## config.mk

```make
export PLATFORM = sky130hd
export DESIGN_NAME = fwmem_target
export DESIGN_NICKNAME = d
export VERILOG_FILES = /design/src/rtl/fwmem_target.sv
export SDC_FILE = /design/constraint.sdc
export NUM_CORES = 2
export LEC_CHECK = 0
export BUFFER_PORTS_ARGS = -buffer_cell sky130_fd_sc_hd__buf_2
export CAP_MARGIN = 20
export CELL_PAD_IN_SITES_DETAIL_PLACEMENT = 1
export CELL_PAD_IN_SITES_GLOBAL_PLACEMENT = 2
export CORE_UTILIZATION = 36
export DETAILED_ROUTE_END_ITERATION = 6
export PLACE_DENSITY_LB_ADDON = 0.05
export RECOVER_POWER = 100
export REMOVE_ABC_BUFFERS = 1
export SETUP_SLACK_MARGIN = 0.02
export SYNTH_ARGS = -nofsm -noshare
export SYNTH_HDL_FRONTEND = slang
export SYNTH_SLANG_ARGS = --single-unit
```

## constraint.sdc

```tcl
create_clock -name clk -period 4.2 [get_ports clk]
set_input_delay 0 -clock clk [delete_from_list [all_inputs] [get_ports clk]]
set_output_delay 0 -clock clk [all_outputs]
set_load 0.05 [all_outputs]
```

## src/rtl/fwmem_target.sv

```systemverilog
module fwmem_target #(
  parameter int MEM_BYTES = 256,
  parameter logic [3:0] RD_CODE = 4'hD,
  parameter logic [3:0] WR_CODE = 4'hE
) (
  input  logic       clk,
  input  logic       rst_n,
  input  logic [3:0] dev_id,
  input  logic       frame_n,
  input  logic [3:0] lad_in,
  output logic [3:0] lad_out,
  output logic       lad_oe
);
  localparam int AW = $clog2(MEM_BYTES);

  typedef enum logic [3:0] {
    S_IDLE, S_SEL, S_ADDR, S_SIZE, S_TAR, S_SYNC, S_RDATA, S_WDATA, S_END
  } state_t;

  state_t          state;
  logic [7:0]      cnt;
  logic            is_wr;
  logic            hit;
  logic [AW-1:0]   addr;
  logic [7:0]      nbytes;
  logic [3:0]      wlo;
  logic [7:0]      sz_bytes;
  logic            align_ok;
  logic            last_nib;
  logic [AW-1:0]   idx;
  logic [7:0]      rbyte;
  logic [7:0]      mem [MEM_BYTES];

  always_comb begin
    case (lad_in)
      4'h0:    sz_bytes = 8'd1;
      4'h1:    sz_bytes = 8'd2;
      4'h2:    sz_bytes = 8'd4;
      4'h4:    sz_bytes = 8'd16;
      4'h7:    sz_bytes = 8'd128;
      default: sz_bytes = 8'd0;
    endcase
  end

  assign align_ok = (addr[6:0] & (sz_bytes[6:0] - 7'd1)) == 7'd0;
  assign last_nib = {1'b0, cnt} == ({nbytes, 1'b0} - 9'd1);
  assign idx      = addr + AW'(cnt[7:1]);
  assign rbyte    = mem[idx];

  always_ff @(posedge clk or negedge rst_n) begin
    if (!rst_n) begin
      state  <= S_IDLE;
      cnt    <= '0;
      is_wr  <= 1'b0;
      hit    <= 1'b0;
      addr   <= '0;
      nbytes <= '0;
      wlo    <= '0;
    end else if (!frame_n) begin
      state <= (lad_in == RD_CODE || lad_in == WR_CODE) ? S_SEL : S_IDLE;
      is_wr <= lad_in == WR_CODE;
      cnt   <= '0;
    end else begin
      case (state)
        S_SEL: begin
          hit   <= lad_in == dev_id;
          cnt   <= '0;
          state <= S_ADDR;
        end
        S_ADDR: begin
          addr <= AW'({addr, lad_in});
          cnt  <= cnt + 8'd1;
          if (cnt == 8'd6) state <= S_SIZE;
        end
        S_SIZE: begin
          nbytes <= sz_bytes;
          cnt    <= '0;
          if (hit && sz_bytes != 8'd0 && align_ok)
            state <= is_wr ? S_WDATA : S_TAR;
          else
            state <= S_IDLE;
        end
        S_TAR: begin
          cnt <= cnt + 8'd1;
          if (cnt[0]) begin
            cnt   <= '0;
            state <= S_SYNC;
          end
        end
        S_SYNC: begin
          cnt   <= '0;
          state <= is_wr ? S_END : S_RDATA;
        end
        S_RDATA: begin
          cnt <= cnt + 8'd1;
          if (last_nib) state <= S_END;
        end
        S_WDATA: begin
          if (!cnt[0]) wlo <= lad_in;
          cnt <= cnt + 8'd1;
          if (last_nib) begin
            cnt   <= '0;
            state <= S_TAR;
          end
        end
        S_END:   state <= S_IDLE;
        default: state <= S_IDLE;
      endcase
    end
  end

  always_ff @(posedge clk) begin
    if (state == S_WDATA && frame_n && cnt[0])
      mem[idx] <= {lad_in, wlo};
  end

  assign lad_oe = state == S_SYNC || state == S_RDATA || state == S_END;

  always_comb begin
    case (state)
      S_RDATA: lad_out = cnt[0] ? rbyte[7:4] : rbyte[3:0];
      S_END:   lad_out = 4'hF;
      default: lad_out = 4'h0;
    endcase
  end
endmodule

```

Word level (Yosys, flattened, before mapping)
Memories as Yosys holds them, arrays and structs flattened. Cells that the tools add are included.

Register bits after elaboration: 34. RAM bits: 2048. Output and inout bits: 5. Logic and storage cells: 72. Memories kept: 1.

$add $sub $neg: 4. Eq/ne operators: 22. Multiplexer cells: 19. Bitwise operators: 2. Reductions and logical operators: 17.

Memory list: mem (depth 256, bits a word 8, read ports 1, clocked after Yosys merged registers in 0, wr ports 1, line 32) `logic [7:0] mem [MEM_BYTES];`.

Operator list (number): case mux 8 bit (5 select lines) (1); case mux 8 bit (4 select lines) (1); 2-to-1 mux 4 bit (7); case mux 4 bit (7 select lines) (1); == test 4 x 3 -> 1 bit (second input constant) (6); 2-to-1 mux 8 bit (3); == test 4 x 2 -> 1 bit (second input constant) (3); == test 4 bit (second input constant) (3); != test 3 bit (second input constant) (4); == test 8 x 9 -> 1 bit (1); subtractor 9 x 1 -> 9 bit (second input constant) (1); adder 8 x 1 -> 8 bit (second input constant) (1); adder 8 x 7 -> 8 bit (1); == test 4 x 1 -> 1 bit (second input constant) (2); == test 8 x 3 -> 1 bit (second input constant) (1); case mux 4 bit (2 select lines) (1); nonzero test 8 bit (1); bitwise AND 7 bit (1); logical NOT 7 bit (1); subtractor 7 x 1 -> 7 bit (second input constant) (1); AND reduction 2 bit (3); != test 5 x 3 -> 1 bit (second input constant) (1); == test 4 bit (1); logical AND 1 bit (4); other kinds (10) (14).

Longest topological paths before layout
Depth in word-level cells: 9. Depth in mapped cells: 16. Depth with buffers taken out: 12.

Worst setup path before layout
OpenSTA, ideal clock, no wires.

Path type: register to register. Start point: reg wlo[0]. End point: mem mem[0][0] (data pin). Arrival: 3179 ps. Data required time: 3397 ps. Setup slack: 218 ps. Stages on the path, launching flop included: 1. Path buffers: 0. Period minus slack after synthesis: 3982 ps. Cells stage by stage: dfrtp_1.

RTL lines: from (decl) (line 26) `logic [3:0] wlo;`; from (signal assigned) (line 99) `if (!cnt[0]) wlo <= lad_in;`; to (decl) (line 32).

Straight into the memory's write port.

Worst setup path after layout
Start point: reg addr[0]. End point: out lad_out[2].

Cells in the longest elaborated chain, start to end: 4.

Ends and longest elaborated chain: from (decl) (line 24) `logic [AW-1:0] addr;`; from (signal assigned) (line 71) `addr <= AW'({addr, lad_in});`; adder 8 x 7 -> 8 bit (line 47) `assign idx = addr + AW'(cnt[7:1]);`; memory (256 x 8 bit); 2-to-1 mux 4 bit (line 121) `S_RDATA: lad_out = cnt[0] ? rbyte[7:4] : rbyte[3:0];`; case mux 4 bit (2 select lines) (line 120) `case (state)`; to (decl) (line 11) `output logic [3:0] lad_out,`.

No other way between the ends.

==> flow_summary.toml <==
[sta]
clock_skew_ns = 0.0486
setup_slack_ns = -0.788
finalCriticalPeriod_ns = 4.99
grt_setup_unrepaired = "yes"
timing_max_transition_violations_final = 560
slew-limit-headroom_pct = -116
final-hold-violation-count = 0
timing.setup.tns_ns = -12.21
layout_worst_path_cycle_share_pct = 119
worst_hold_slack_ns = 0.152
worstMarginPinSlew_ns = 3.24
fmax_mhz = 200
finalSetupViolCount = 98

[finish]
nNetsFinal = 4839
layout.cells.non_filler = 8010
multiInputGateArea_um2 = 19600
nFillCells = 21400
area_of_all_sequential_standard_cells_um2 = 62300
finish.instance_area_um2 = 99600
post_route_cells_drive_above_1_share_pct = 33.3
synthToLayoutAreaGrowth_pct = 20.5

[synthesis]
ys_async_sr_fraction_pct = 1.49
synth_seq_cells = 2079
synth_commonest_cells = "2048 x edfxtp_1, 488 x mux4_2, 339 x nand2_1, 290 x nor2_1, 136 x mux2i_1"
synth_top_cell_by_area = "edfxtp_1"
synth_compound_gate_area_share_pct = 2.23
synth_top_cell_area_share_pct = 74.4
post-synth-top-count-cell = "edfxtp_1"
syn-cell-area_um2 = 82600
synthFlopType = "edfxtp_1"
synthTopCellsByArea = "edfxtp_1 74%, mux4_2 13%, mux2i_1 1.6%"
share_of_cell_area_taken_by_muxes_after_synthesis_pct = 15.3
netlist-cell-type-count = 77
synth_top_family_by_area = "multiplexers"
synth-simple-area-share_pct = 4.54
synth-xor-area-share_pct = 0.251
synth_warnings = 0
synthAdderAreaFrac_pct = 0.263
synth-seq-area-share_pct = 75.4
synthCells = 4154
synth.avg_cell_area_um2 = 19.9
synth-edff-count = 2048

[critical_path]
startpoint_type = "register"
crit_type = "register to output port"
worstPathMaxFanout = 6
timing.critical_path.cells = "ha_4 > fa_4 > buf_6 > buf_12 > buf_12 > mux4_2 > nand2_2 > and3_4 > a311oi_4 > a311o_1 > buf_12 > a21oi_2 > o311a_1 > o221ai_4 > buf_6 > buf_12"
worst_path_arrival_time_ns = 4.99
critical_path.max_stage_delay_ns = 0.81
worst_ep_required_time_ns = 4.20
critical_path.endpoint_type = "output port"
timing.critical_path.from = "addr[0]"
reg2reg_from = "addr[0]"
slowest_stage = "fa_4"
crit_top_cell = "buf_12"

[clock_network]
clock_latency_of_the_later_clocked_register_in_the_worst_skew_pair_ns = 0.87
tritoncts = "yes"
cts.sinks = 2079
clkSlewWorstSetupHoldPaths_ns = 0.06
number_of_buffers_inserted_during_clock_tree_synthesis = 222
cts-htree-levels = 4
clock_tree.buffer_depth = 3
clk_root_buffer_cell = "clkbuf_16"

[pwr]
static-leakage-power_nw = 33.8
vdd_ir_drop_max_uv = 378
power_density_nw_per_um2 = 434
fin_total_pwr_mw = 43.3
sequentialPowerShare_pct = 52.3
p_int_mw = 34.1
share_of_power_burned_in_combinational_logic_pct = 3.1
power_switching_mw = 9.19
sw_frac_of_total_pct = 21.2
pwr-share-clk_pct = 44.6

[grt]
grt_util_all_layers_pct = 22.4
number_of_global_route_vias_before_repair = 45500
globalRouteOverflowTotal = 0
wire_length_of_the_first_global_routing_pass_mm = 363
grt_antenna_before_repair = 10
grt_start_max_net_pins = 173

[die]
io_pins = 16
core-area_um2 = 228000
initial_core_utilization_pct = 36.3
die-width_um = 481
floorplan.die_area_um2 = 231000
chipHeight_um = 481
std_cell_rows = 175

[drt]
wl_per_cell_um = 32.3
routed-via-count = 43300
detail_route.drc_violations = 0
route.detailed.vias_per_inst = 5.40
drtAntennaViolNets = 0
initialDrtViolationCount = 3539
drt_pre_antenna_iters = 6
routed_wl_mm = 258

[placement]
gpl.final_weighted_congestion = 0.782
placedCellCount = 7492
place.port_buffers = 15
post_dp_cell_area_um2 = 90400
dpl.hpwl_mm = 162

[flow_run]
maxCapViolCount = 11

[status]
failed_checks = "capacitance limit, slew limit, setup timing"
outcome = "complete, but fails checks"

[hold_path]
hold_path.startpoint = "frame_n"
hp-class = "primary input to register"
==> routing by layer <==
layer | up-vias | global-route usage [%] | part of all wire [%]
met5 | - | 0 | 0
met4 | 0 | 5.26 | 2.0
met3 | 268 | 2.62 | 4.2
met2 | 983 | 35.8 | 48
met1 | 23700 | 32.7 | 46
li1 | 18300 | - | -
==> layout by cell type (no fill, tap or decap), types with 19 or more instances in the layout <==
master / instances
mux4_2: 489
a21oi_1: 21
clkbuf_16: 228
o21ai_0: 20
nand4_1: 20
buf_12: 98
clkinv_2: 38
nor2_2: 66
clkbuf_1: 62
dfrtp_1: 28
o211ai_1: 27
and3_1: 30
nand2_1: 324
nand3_2: 21
nand3_1: 103
a311oi_1: 24
clkinv_1: 54
buf_6: 24
a22oi_1: 44
edfxtp_1: 2048
mux2i_1: 134
buf_4: 507
bufinv_16: 19
nor2_1: 227
==> worst max-delay path: cells and delay by family (launching register included) <==
family	cells	cell delay [ns]
simple gates	2	0.23
buf+inv	6	0.79
compound gates	5	1.46
mux	1	0.19
fa+ha+maj	2	0.99
flops	1	0.41
==> area by class of cell <==
| cell class | count | share of cell area, % |
|---|---|---|
| Tap cell | 3009 | 3.78 |
| Sequential cell | 2079 | 62.5 |
| Inverter | 9 | 0.0339 |
| Timing Repair Buffer | 688 | 6.90 |
| Clock inverter | 133 | 1.29 |
| Clock buffer | 275 | 5.80 |
| Multi-Input combinational cell | 1812 | 19.6 |
| Antenna cell | 5 | 0.0126 |
==> logic make-up (layout without fill, tap and decap cells) <==
group | after synthesis | count (layout)
AO/OA/AOI/OAI | 254 | 254
XOR/XNOR | 22 | 22
adder cells (fa/ha/maj) | 17 | 17
buffers and inverters | 263 | 1105
flip-flops | 2079 | 2079
multiplexers | 645 | 645
other | 0 | 5
AND/OR/NAND/NOR | 874 | 874
==> through the flow <==
stage / setup WS, ns / util, %
4_1_cts: -0.924 / 43.4
2_1_floorplan: -24.27 / -
6_report: -0.788 / 43.7
3_3_place_gp: -0.607 / 39.7
3_5_place_dp: -0.610 / 39.7
5_1_grt: -0.863 / 43.7
==> path summary, 6_finish.rpt <==
check | end | slack, ns | cells past startpoint
worst max-delay path | lad_out[2] | -0.79 | 16
worst min-delay path | state[3] | 0.15 | 4
worst max register to register | mem[87][4] | 0.17 | 11
worst min register to register | nbytes[7] | 0.52 | 2
max in group asynchronous | wlo[0] | 2.11 | 4
min in group asynchronous | nbytes[4] | 0.80 | 4
==> power by group through the flow <==
stage | Clock [mW] | Sequential (mW) | Combinational [mW]
floorplan | 0 | 23.1 | 0.957
global route | 20.4 | 22.6 | 1.44
CTS | 19.7 | 22.6 | 1.35
detailed placement | 0 | 23.1 | 1.26
global placement | 0 | 23.1 | 1.25
finish | 19.3 | 22.6 | 1.35
==> flip-flops by register name, indices dropped and copies added, names as in the netlist <==
register  flops
addr          8
mem        2048
cnt           8
state         4
nbytes        5
hit           1
wlo           4
is_wr         1
==> what timing repair did <==
item                       in CTS  in global routing
pin swaps                      27                 37
hold buffers                   15                  0
cloned                          5                  5
gates resized for setup       130                128
hold endpoints to repair      512                  0
setup buffers                  40                 42
setup endpoints to repair      12                482
(Power assumes the default switching activity.)
